File: config.mk
export PLATFORM = sky130hd
export DESIGN_NAME = lifo_regstack
export DESIGN_NICKNAME = d
export VERILOG_FILES = /design/src/rtl/lifo_regstack.sv
export SDC_FILE = /design/constraint.sdc
export NUM_CORES = 1
export LEC_CHECK = 0
export BUFFER_PORTS_ARGS = -buffer_cell sky130_fd_sc_hd__buf_2
export CAP_MARGIN = 10
export CORE_UTILIZATION = 62
export CTS_CLUSTER_SIZE = 8
export DETAILED_ROUTE_END_ITERATION = 10
export PLACE_DENSITY = 0.79
export SYNTH_ARGS = -nofsm -noshare
export SYNTH_HDL_FRONTEND = slang
export SYNTH_SLANG_ARGS = --single-unit
export TNS_END_PERCENT = 20
File: constraint.sdc
create_clock -name clk -period 4.98 [get_ports clk]
set_input_delay 0.498 -clock clk [delete_from_list [all_inputs] [get_ports clk]]
set_output_delay 0.498 -clock clk [all_outputs]
set_load 0.05 [all_outputs]
File: src/rtl/lifo_regstack.sv
module lifo_regstack #(
  parameter int DW = 8,
  parameter int AW = 6
) (
  input  logic          clk,
  input  logic          rst_n,
  input  logic          push_i,
  input  logic          pop_i,
  input  logic [DW-1:0] din_i,
  output logic [DW-1:0] dout_o,
  output logic [AW-1:0] top_o,
  output logic          full_o,
  output logic          empty_o,
  output logic          err_o
);
  localparam int DEPTH = 1 << AW;

  logic [DW-1:0] mem [DEPTH];
  logic [AW-1:0] sp_q;
  logic          full_q, empty_q, err_q;
  logic [DW-1:0] dout_q;

  wire clash    = push_i & pop_i;
  wire do_push  = push_i & ~pop_i & ~full_q;
  wire do_pop   = pop_i & ~push_i & ~empty_q;
  wire reject   = clash | (push_i & full_q) | (pop_i & empty_q);
  wire [AW-1:0] sp_up = sp_q + 1'b1;
  wire [AW-1:0] sp_dn = sp_q - 1'b1;

  always_ff @(posedge clk)
    if (do_push) mem[sp_up] <= din_i;

  always_ff @(posedge clk or negedge rst_n) begin
    if (!rst_n) begin
      sp_q    <= '0;
      full_q  <= 1'b0;
      empty_q <= 1'b1;
      err_q   <= 1'b0;
      dout_q  <= '0;
    end else begin
      err_q <= reject;
      if (do_push) begin
        sp_q    <= sp_up;
        full_q  <= (sp_up == '0);
        empty_q <= 1'b0;
      end else if (do_pop) begin
        dout_q  <= mem[sp_q];
        sp_q    <= sp_dn;
        full_q  <= 1'b0;
        empty_q <= (sp_dn == '0);
      end
    end
  end

  assign dout_o  = dout_q;
  assign top_o   = sp_q;
  assign full_o  = full_q;
  assign empty_o = empty_q;
  assign err_o   = err_q;
endmodule

==> impl_metrics.xml, run 1 <==
<?xml version="1.0" encoding="UTF-8"?>
<metrics>
  <group name="final_layout">
    <metric name="multiInputGateArea" unit="sq um">4700</metric>
    <metric name="area.growth.synth_to_final" unit="%">12.7</metric>
    <metric name="filler_cell_count" unit="">1809</metric>
    <metric name="final_core_util" unit="%">71.6</metric>
    <metric name="mostFrequentLayoutCell" unit="">edfxtp_1</metric>
    <metric name="layout.cells.non_filler" unit="">1583</metric>
    <metric name="insertedDiodeCount" unit="">0</metric>
    <metric name="regArea" unit="sq um">15800</metric>
    <metric name="ratio_of_cells_with_drive_above_1_in_the_final_layout" unit="%">23.3</metric>
    <metric name="fin_nets" unit="">1137</metric>
    <metric name="mostFrequentLayoutCells" unit="">512 x edfxtp_1, 121 x mux4_2, 96 x nor2_1</metric>
  </group>
  <group name="setup_path">
    <metric name="required" unit="ps">5190</metric>
    <metric name="crit_path_end_kind" unit="">flip-flop</metric>
    <metric name="endpoint" unit="">mem[9][4]$_DFFE_PP_</metric>
    <metric name="cp.arrival" unit="ps">3660</metric>
    <metric name="setup.reg_to_reg.worst_slack" unit="ps">1530</metric>
    <metric name="worst_r2r_start" unit="">top_o[0]$_DFFE_PN0P_</metric>
    <metric name="crit_type" unit="">reg2reg</metric>
    <metric name="worstSetupStartpointType" unit="">flip-flop</metric>
    <metric name="critical_path.max_fanout" unit="">57</metric>
    <metric name="timing.critical_path.from" unit="">top_o[0]$_DFFE_PN0P_</metric>
    <metric name="timing.rr.end" unit="">mem[9][4]$_DFFE_PP_</metric>
    <metric name="ff2ff_path_depth" unit="">5</metric>
  </group>
  <group name="synth">
    <metric name="seq_area_frac_synth" unit="%">75.9</metric>
    <metric name="asyncSetResetFlopFracSynth" unit="%">3.21</metric>
    <metric name="postSynthAreaPerCell" unit="sq um">19.8</metric>
    <metric name="syn_inst" unit="">1051</metric>
    <metric name="synth_seq_cells" unit="">529</metric>
    <metric name="mappedNetlistArea" unit="sq um">20800</metric>
    <metric name="yosys_warnings" unit="">0</metric>
    <metric name="synthesis.nets" unit="">1067</metric>
    <metric name="yosysUniqueCellTypes" unit="">51</metric>
    <metric name="postSynth.topFlopCell" unit="">edfxtp_1</metric>
    <metric name="synth_edf_count" unit="">512</metric>
  </group>
  <group name="clock_network">
    <metric name="cts_setup_buffers" unit="">0</metric>
    <metric name="cts.reportedPaths.clkPinSlew" unit="ps">50</metric>
    <metric name="post_cts_resized" unit="">0</metric>
    <metric name="cts_max_path_buffers" unit="">3</metric>
    <metric name="clock-sinks" unit="">529</metric>
    <metric name="tritoncts" unit="">done</metric>
    <metric name="postCtsHoldBufs" unit="">1</metric>
    <metric name="cts_root_buf" unit="">clkbuf_16</metric>
    <metric name="htree_levels" unit="">3</metric>
    <metric name="number_of_buffers_created_by_cts" unit="">76</metric>
    <metric name="worst_skew_pair.late_latency" unit="ps">580</metric>
  </group>
  <group name="sta">
    <metric name="hold_violations" unit="">0</metric>
    <metric name="setup_total_negative_slack" unit="ps">0</metric>
    <metric name="slew_violations" unit="">0</metric>
    <metric name="fin_worst_skew" unit="ps">20.5</metric>
    <metric name="final.period_utilization" unit="%">69.3</metric>
    <metric name="setup_repair_after_global_routing_missed_its_margin" unit="">false</metric>
    <metric name="fin_hold_ws" unit="ps">285</metric>
    <metric name="setup_viol" unit="">0</metric>
    <metric name="finalWorstPathRequiredPeriod" unit="ps">3450</metric>
    <metric name="slew-limit-headroom" unit="%">28.9</metric>
    <metric name="worst_slew_pin_slew" unit="ps">1070</metric>
    <metric name="fmaxAchievable" unit="MHz">290</metric>
  </group>
  <group name="hold_path">
    <metric name="worst_hold_path.num_cells" unit="">3</metric>
    <metric name="hp-class" unit="">in2reg</metric>
  </group>
  <group name="die">
    <metric name="fp.dieArea" unit="sq um">34300</metric>
    <metric name="chipWidth" unit="microns">185</metric>
    <metric name="starting_utilization_of_the_core_area" unit="%">63.5</metric>
    <metric name="floorplan.core_area" unit="sq um">32800</metric>
    <metric name="ios" unit="">29</metric>
    <metric name="placementRows" unit="">66</metric>
    <metric name="floorplan.die.height" unit="microns">185</metric>
  </group>
  <group name="global_routing">
    <metric name="first_global_vias" unit="">11342</metric>
    <metric name="grt_util_all_layers" unit="%">32.0</metric>
    <metric name="antenna_found_initial" unit="">0</metric>
    <metric name="grt_first_pass_wirelength" unit="microns">75900</metric>
    <metric name="pin_count_of_the_biggest_net_entering_global_routing" unit="">65</metric>
    <metric name="global_route.overflow_total" unit="">0</metric>
  </group>
  <group name="detailed_routing">
    <metric name="postRouteAntennaNets" unit="">0</metric>
    <metric name="drt-pass1-iter-count" unit="">8</metric>
    <metric name="routed_via_density" unit="">7.02</metric>
    <metric name="post-route-drc-count" unit="">0</metric>
    <metric name="wirelength" unit="microns">52200</metric>
    <metric name="wl_per_cell" unit="microns">33.0</metric>
    <metric name="num_vias" unit="">11111</metric>
    <metric name="first_iter_violations" unit="">1671</metric>
  </group>
  <group name="power">
    <metric name="peakVddDrop" unit="V">0.000392</metric>
    <metric name="power.density" unit="nW/um^2">568</metric>
    <metric name="leakagePower" unit="nW">7.50</metric>
  </group>
  <group name="status">
    <metric name="outcome" unit="">completed</metric>
  </group>
  <group name="flow_run">
    <metric name="timing.max_cap.violations" unit="">0</metric>
  </group>
  <group name="place">
    <metric name="buffer_ports.inserted" unit="">28</metric>
    <metric name="place.gp.congestion" unit="">0.927</metric>
    <metric name="placedCellCount" unit="">1484</metric>
    <metric name="place.detailed.hpwl" unit="microns">28700</metric>
  </group>
</metrics>
## synthesized netlist by cell type (all sizes together), types with 3 or more instances
| library cell | count | area share [%] |
|---|---|---|
| a2111oi | 6 | 0.25 |
| a211oi | 12 | 0.43 |
| a21oi | 9 | 0.22 |
| a22oi | 5 | 0.18 |
| a31oi | 5 | 0.18 |
| a32oi | 7 | 0.29 |
| and3 | 4 | 0.12 |
| buf | 34 | 1.0 |
| clkbuf | 22 | 0.40 |
| dfrtp | 16 | 1.9 |
| edfxtp | 512 | 74 |
| ha | 4 | 0.24 |
| inv | 5 | 0.090 |
| mux2i | 31 | 1.5 |
| mux4 | 121 | 13 |
| nand2 | 49 | 0.88 |
| nand2b | 4 | 0.12 |
| nand3 | 22 | 0.53 |
| nand4 | 3 | 0.090 |
| nor2 | 97 | 1.8 |
| nor2b | 6 | 0.18 |
| o21ai | 12 | 0.29 |
| o22ai | 29 | 0.87 |
| o32a | 3 | 0.14 |
| or3b | 4 | 0.17 |
| xnor2 | 5 | 0.21 |
## worst max-delay path, cell delays in order (launching register included)
cell	delay, ps
dfrtp_4	430
buf_4	810
nand3_1	410
nor3_1	360
o21ai_1	370
nor2_1	700
## how the worst min path moves through the flow
stage | start | end
after floorplan | rst_n | dout_o[0]$_DFFE_PN0P_
after global placement | rst_n | err_o$_DFF_PN0_
after detailed placement | rst_n | err_o$_DFF_PN0_
after CTS | pop_i | err_o$_DFF_PN0_
after global routing | pop_i | err_o$_DFF_PN0_
final | pop_i | err_o$_DFF_PN0_
## area by class of cell
class                   instances  area share [%]
clock buffers                  93            8.65
clock inverters                 5           0.251
well taps                     442            2.36
repair buffers                 48            1.25
multi-input cells             461            20.0
flip-flops and latches        529            67.4
inverters                       5          0.0800
## metrics by stage
stage                     cell area, sq um  power (mW)  setup WS [ps]
after floorplan                      20800        7.78           1790
after global placement               21400        8.64           1670
after detailed placement             21400        8.69           1530
after CTS                            23500        13.3           1480
after global routing                 23500        13.7           1230
final                                23500        13.3           1530
## where the power goes
| part | leakage (nW) | internal, mW | switching (mW) |
|---|---|---|---|
| logic | 1.68 | 1.35 | 2.11 |
| registers | 4.80 | 5.07 | 0.192 |
| clock network | 1.02 | 2.82 | 1.78 |
## kinds of logic (layout without fill, tap and decap cells)
logic type,Yosys count,after routing,synth area share (%)
AND/OR/NAND/NOR,203,203,4.32
buffers and inverters,61,151,1.52
multiplexers,153,153,14.6
flip-flops,529,529,75.9
XOR/XNOR,5,5,0.210
AO/OA/AOI/OAI,96,96,3.18
adder cells (fa/ha/maj),4,4,0.240
## metal layers
metal  vias up  share of wire, %  wire (microns)  global-route usage (%)
met5         -                 0               0                       0
met4         0               4.9            2580                    16.6
met3       172                10            5270                    6.67
li1       4433                 -               -                       -
met2       863                50           26100                    51.5
met1      5643                35           18200                    41.6
## state kept, by name (all words and copies together) (netlist names)
name and count:
dout_o 8, empty_o 1, err_o 1, full_o 1, mem 512, top_o 6
(Power assumes the default switching activity.)
==> run 2: changes to the inputs <==
--- a/config.mk
+++ b/config.mk
@@ -7,10 +7,10 @@
 export LEC_CHECK = 0
 export BUFFER_PORTS_ARGS = -buffer_cell sky130_fd_sc_hd__buf_2
 export CAP_MARGIN = 10
-export CORE_UTILIZATION = 62
+export CORE_UTILIZATION = 56
 export CTS_CLUSTER_SIZE = 8
 export DETAILED_ROUTE_END_ITERATION = 10
-export PLACE_DENSITY = 0.79
+export PLACE_DENSITY = 0.75
 export SYNTH_ARGS = -nofsm -noshare
 export SYNTH_HDL_FRONTEND = slang
 export SYNTH_SLANG_ARGS = --single-unit
==> constraint.sdc (replaced) <==
create_clock -name clk -period 3.1 [get_ports clk]
set_input_delay 0.31 -clock clk [delete_from_list [all_inputs] [get_ports clk]]
set_output_delay 0.31 -clock clk [all_outputs]
set_load 0.05 [all_outputs]
==> run 2 against run 1 <==
Non-clock buffer count increased by 76. Highest routed layer unchanged. Final cell count increased by 7.7%. Sequential share of layout area decreased by 1.9 points. Total power increased by 61%. Clock skew decreased by 4.8 ps.
==> impl_metrics.xml, run 2 (same netlist as run 1, synthesis figures left out) <==
<?xml version="1.0" encoding="UTF-8"?>
<metrics>
  <group name="global_routing">
    <metric name="grt_util_all_layers" unit="%">26.0</metric>
    <metric name="grt_first_pass_wirelength" unit="microns">71300</metric>
    <metric name="global_route.overflow_total" unit="">0</metric>
    <metric name="antenna_found_initial" unit="">1</metric>
    <metric name="pin_count_of_the_biggest_net_entering_global_routing" unit="">65</metric>
    <metric name="first_global_vias" unit="">10956</metric>
  </group>
  <group name="final_layout">
    <metric name="ratio_of_cells_with_drive_above_1_in_the_final_layout" unit="%">27.4</metric>
    <metric name="largest_reg_flops" unit="">512</metric>
    <metric name="area.growth.synth_to_final" unit="%">16.0</metric>
    <metric name="multiInputGateArea" unit="sq um">4700</metric>
    <metric name="mostFrequentLayoutCells" unit="">512 x edfxtp_1, 121 x mux4_2, 96 x nor2_1</metric>
    <metric name="final_core_util" unit="%">66.0</metric>
    <metric name="regArea" unit="sq um">15800</metric>
    <metric name="mostFrequentLayoutCell" unit="">edfxtp_1</metric>
    <metric name="fin_nets" unit="">1213</metric>
    <metric name="largest_register" unit="">mem</metric>
    <metric name="filler_cell_count" unit="">2380</metric>
  </group>
  <group name="power">
    <metric name="leakagePower" unit="nW">7.91</metric>
    <metric name="power.density" unit="nW/um^2">890</metric>
    <metric name="total_switching_power" unit="mW">6.39</metric>
    <metric name="pwr-share-comb" unit="%">26.9</metric>
    <metric name="power.share.sequential" unit="%">39.0</metric>
    <metric name="cell_internal_pwr" unit="mW">15.1</metric>
    <metric name="peakVddDrop" unit="V">0.000827</metric>
    <metric name="clkPwrFrac" unit="%">34.1</metric>
    <metric name="finalPower" unit="mW">21.5</metric>
    <metric name="power_switching_share" unit="%">29.8</metric>
  </group>
  <group name="sta">
    <metric name="fmaxAchievable" unit="MHz">359</metric>
    <metric name="slew_violations" unit="">0</metric>
    <metric name="finalWorstPathRequiredPeriod" unit="ps">2790</metric>
    <metric name="slew-limit-headroom" unit="%">15.9</metric>
    <metric name="final.period_utilization" unit="%">89.9</metric>
    <metric name="setup_repair_after_global_routing_missed_its_margin" unit="">false</metric>
    <metric name="worst_slew_pin_slew" unit="ps">1260</metric>
    <metric name="setup_total_negative_slack" unit="ps">0</metric>
    <metric name="setup_viol" unit="">0</metric>
    <metric name="hold_violations" unit="">0</metric>
    <metric name="fin_worst_skew" unit="ps">15.8</metric>
  </group>
  <group name="detailed_routing">
    <metric name="drt-pass1-iter-count" unit="">5</metric>
    <metric name="wl_per_cell" unit="microns">27.8</metric>
    <metric name="num_vias" unit="">10998</metric>
    <metric name="routed_via_density" unit="">6.45</metric>
    <metric name="post-route-drc-count" unit="">0</metric>
    <metric name="first_iter_violations" unit="">1443</metric>
    <metric name="wirelength" unit="microns">47500</metric>
    <metric name="postRouteAntennaNets" unit="">0</metric>
  </group>
  <group name="clock_network">
    <metric name="post_cts_resized" unit="">0</metric>
    <metric name="cts_max_path_buffers" unit="">3</metric>
    <metric name="clock-sinks" unit="">529</metric>
    <metric name="cts_setup_buffers" unit="">0</metric>
    <metric name="worst_skew_pair.late_latency" unit="ps">570</metric>
    <metric name="cts_root_buf" unit="">clkbuf_16</metric>
    <metric name="number_of_buffers_created_by_cts" unit="">76</metric>
    <metric name="cts.reportedPaths.clkPinSlew" unit="ps">50</metric>
    <metric name="htree_levels" unit="">3</metric>
    <metric name="tritoncts" unit="">done</metric>
  </group>
  <group name="die">
    <metric name="chipWidth" unit="microns">195</metric>
    <metric name="starting_utilization_of_the_core_area" unit="%">56.9</metric>
    <metric name="floorplan.core_area" unit="sq um">36600</metric>
    <metric name="floorplan.die.height" unit="microns">195</metric>
    <metric name="ios" unit="">29</metric>
    <metric name="placementRows" unit="">70</metric>
    <metric name="fp.dieArea" unit="sq um">38000</metric>
  </group>
  <group name="setup_path">
    <metric name="crit_type" unit="">reg2reg</metric>
    <metric name="critical_path.max_fanout" unit="">11</metric>
    <metric name="worstSetupStartpointType" unit="">flip-flop</metric>
    <metric name="required" unit="ps">3310</metric>
    <metric name="cp.arrival" unit="ps">3000</metric>
    <metric name="crit_path_end_kind" unit="">flip-flop</metric>
  </group>
  <group name="place">
    <metric name="place.detailed.hpwl" unit="microns">28700</metric>
    <metric name="buffer_ports.inserted" unit="">28</metric>
    <metric name="place.gp.congestion" unit="">0.999</metric>
  </group>
  <group name="flow_run">
    <metric name="timing.max_cap.violations" unit="">0</metric>
  </group>
  <group name="status">
    <metric name="outcome" unit="">completed</metric>
  </group>
  <group name="hold_path">
    <metric name="hp-class" unit="">in2reg</metric>
  </group>
</metrics>
[run 2: changes by cell type in the layout (fill, tap and decap cells not counted), sizes merged]
cell,change
clkinv,-1
diode,+1
bufinv,+1
clkbuf,+20
buf,+76
inv,-1
[run 2: path summary, 6_finish.rpt]
kind | startpoint | to | slack (ps) | cells after the start
max reg2reg | top_o[1]$_DFFE_PN0P_ | mem[33][3]$_DFFE_PP_ | 310 | 7
min | pop_i | err_o$_DFF_PN0_ | 120 | 3
max in group asynchronous | rst_n | top_o[0]$_DFFE_PN0P_ | 2480 | 2
min in group asynchronous | rst_n | dout_o[2]$_DFFE_PN0P_ | 240 | 2
max | top_o[1]$_DFFE_PN0P_ | mem[33][3]$_DFFE_PP_ | 310 | 7
min reg2reg | dout_o[6]$_DFFE_PN0P_ | dout_o[6]$_DFFE_PN0P_ | 530 | 2
[run 2: power groups by stage]
stage          logic, mW  clock network, mW  registers (mW)
6_report            5.78               7.32            8.38
5_1_grt             6.13               7.72            8.40
4_1_cts             5.77               7.43            8.38
3_5_place_dp        5.73                  0            8.51
3_3_place_gp        5.68                  0            8.50
2_1_floorplan       3.85                  0            8.65
[run 2: per-stage QoR]
step / area [sq um] / std cells / setup slack (ps) / hold slack, ps
after detailed placement: 22000 / 1582 / 399 / 297
after floorplan: 20800 / 1051 / 2.93 / 14.4
after global placement: 22000 / 1582 / 437 / 291
after CTS: 24100 / 1700 / 402 / 77.4
final: 24200 / 1705 / 314 / 122
after global routing: 24200 / 1704 / 198 / 98.8
[run 2: what timing repair did]
| item | in CTS | in global routing |
|---|---|---|
| endpoints found under the hold margin | 16 | 0 |
| setup endpoints to repair | 0 | 0 |
| hold buffers | 1 | 0 |
[run 2: layout make-up]
class	count	share of cell area, %
Multi-Input combinational cell	461	19.5
Inverter	5	0.0777
Clock inverter	4	0.249
Clock buffer	113	8.45
Timing Repair Buffer	124	3.88
Tap cell	468	2.42
Sequential cell	529	65.4
Antenna cell	1	0.0104
[run 2: routing by layer]
layer / part of all wire [%] / GRT usage (%)
met3: 9.7 / 5.57
met1: 41 / 38.5
met4: 2.8 / 8.89
met2: 47 / 38.9
met5: 0 / 0
[run 2: worst max-delay path, cell delays in order, from the launching register on]
cell and delay (ps):
dfrtp_2 480, ha_1 360, buf_4 180, nor2b_1 50, a21oi_1 150, nor2_1 50, a31oi_1 720, nor2_1 440
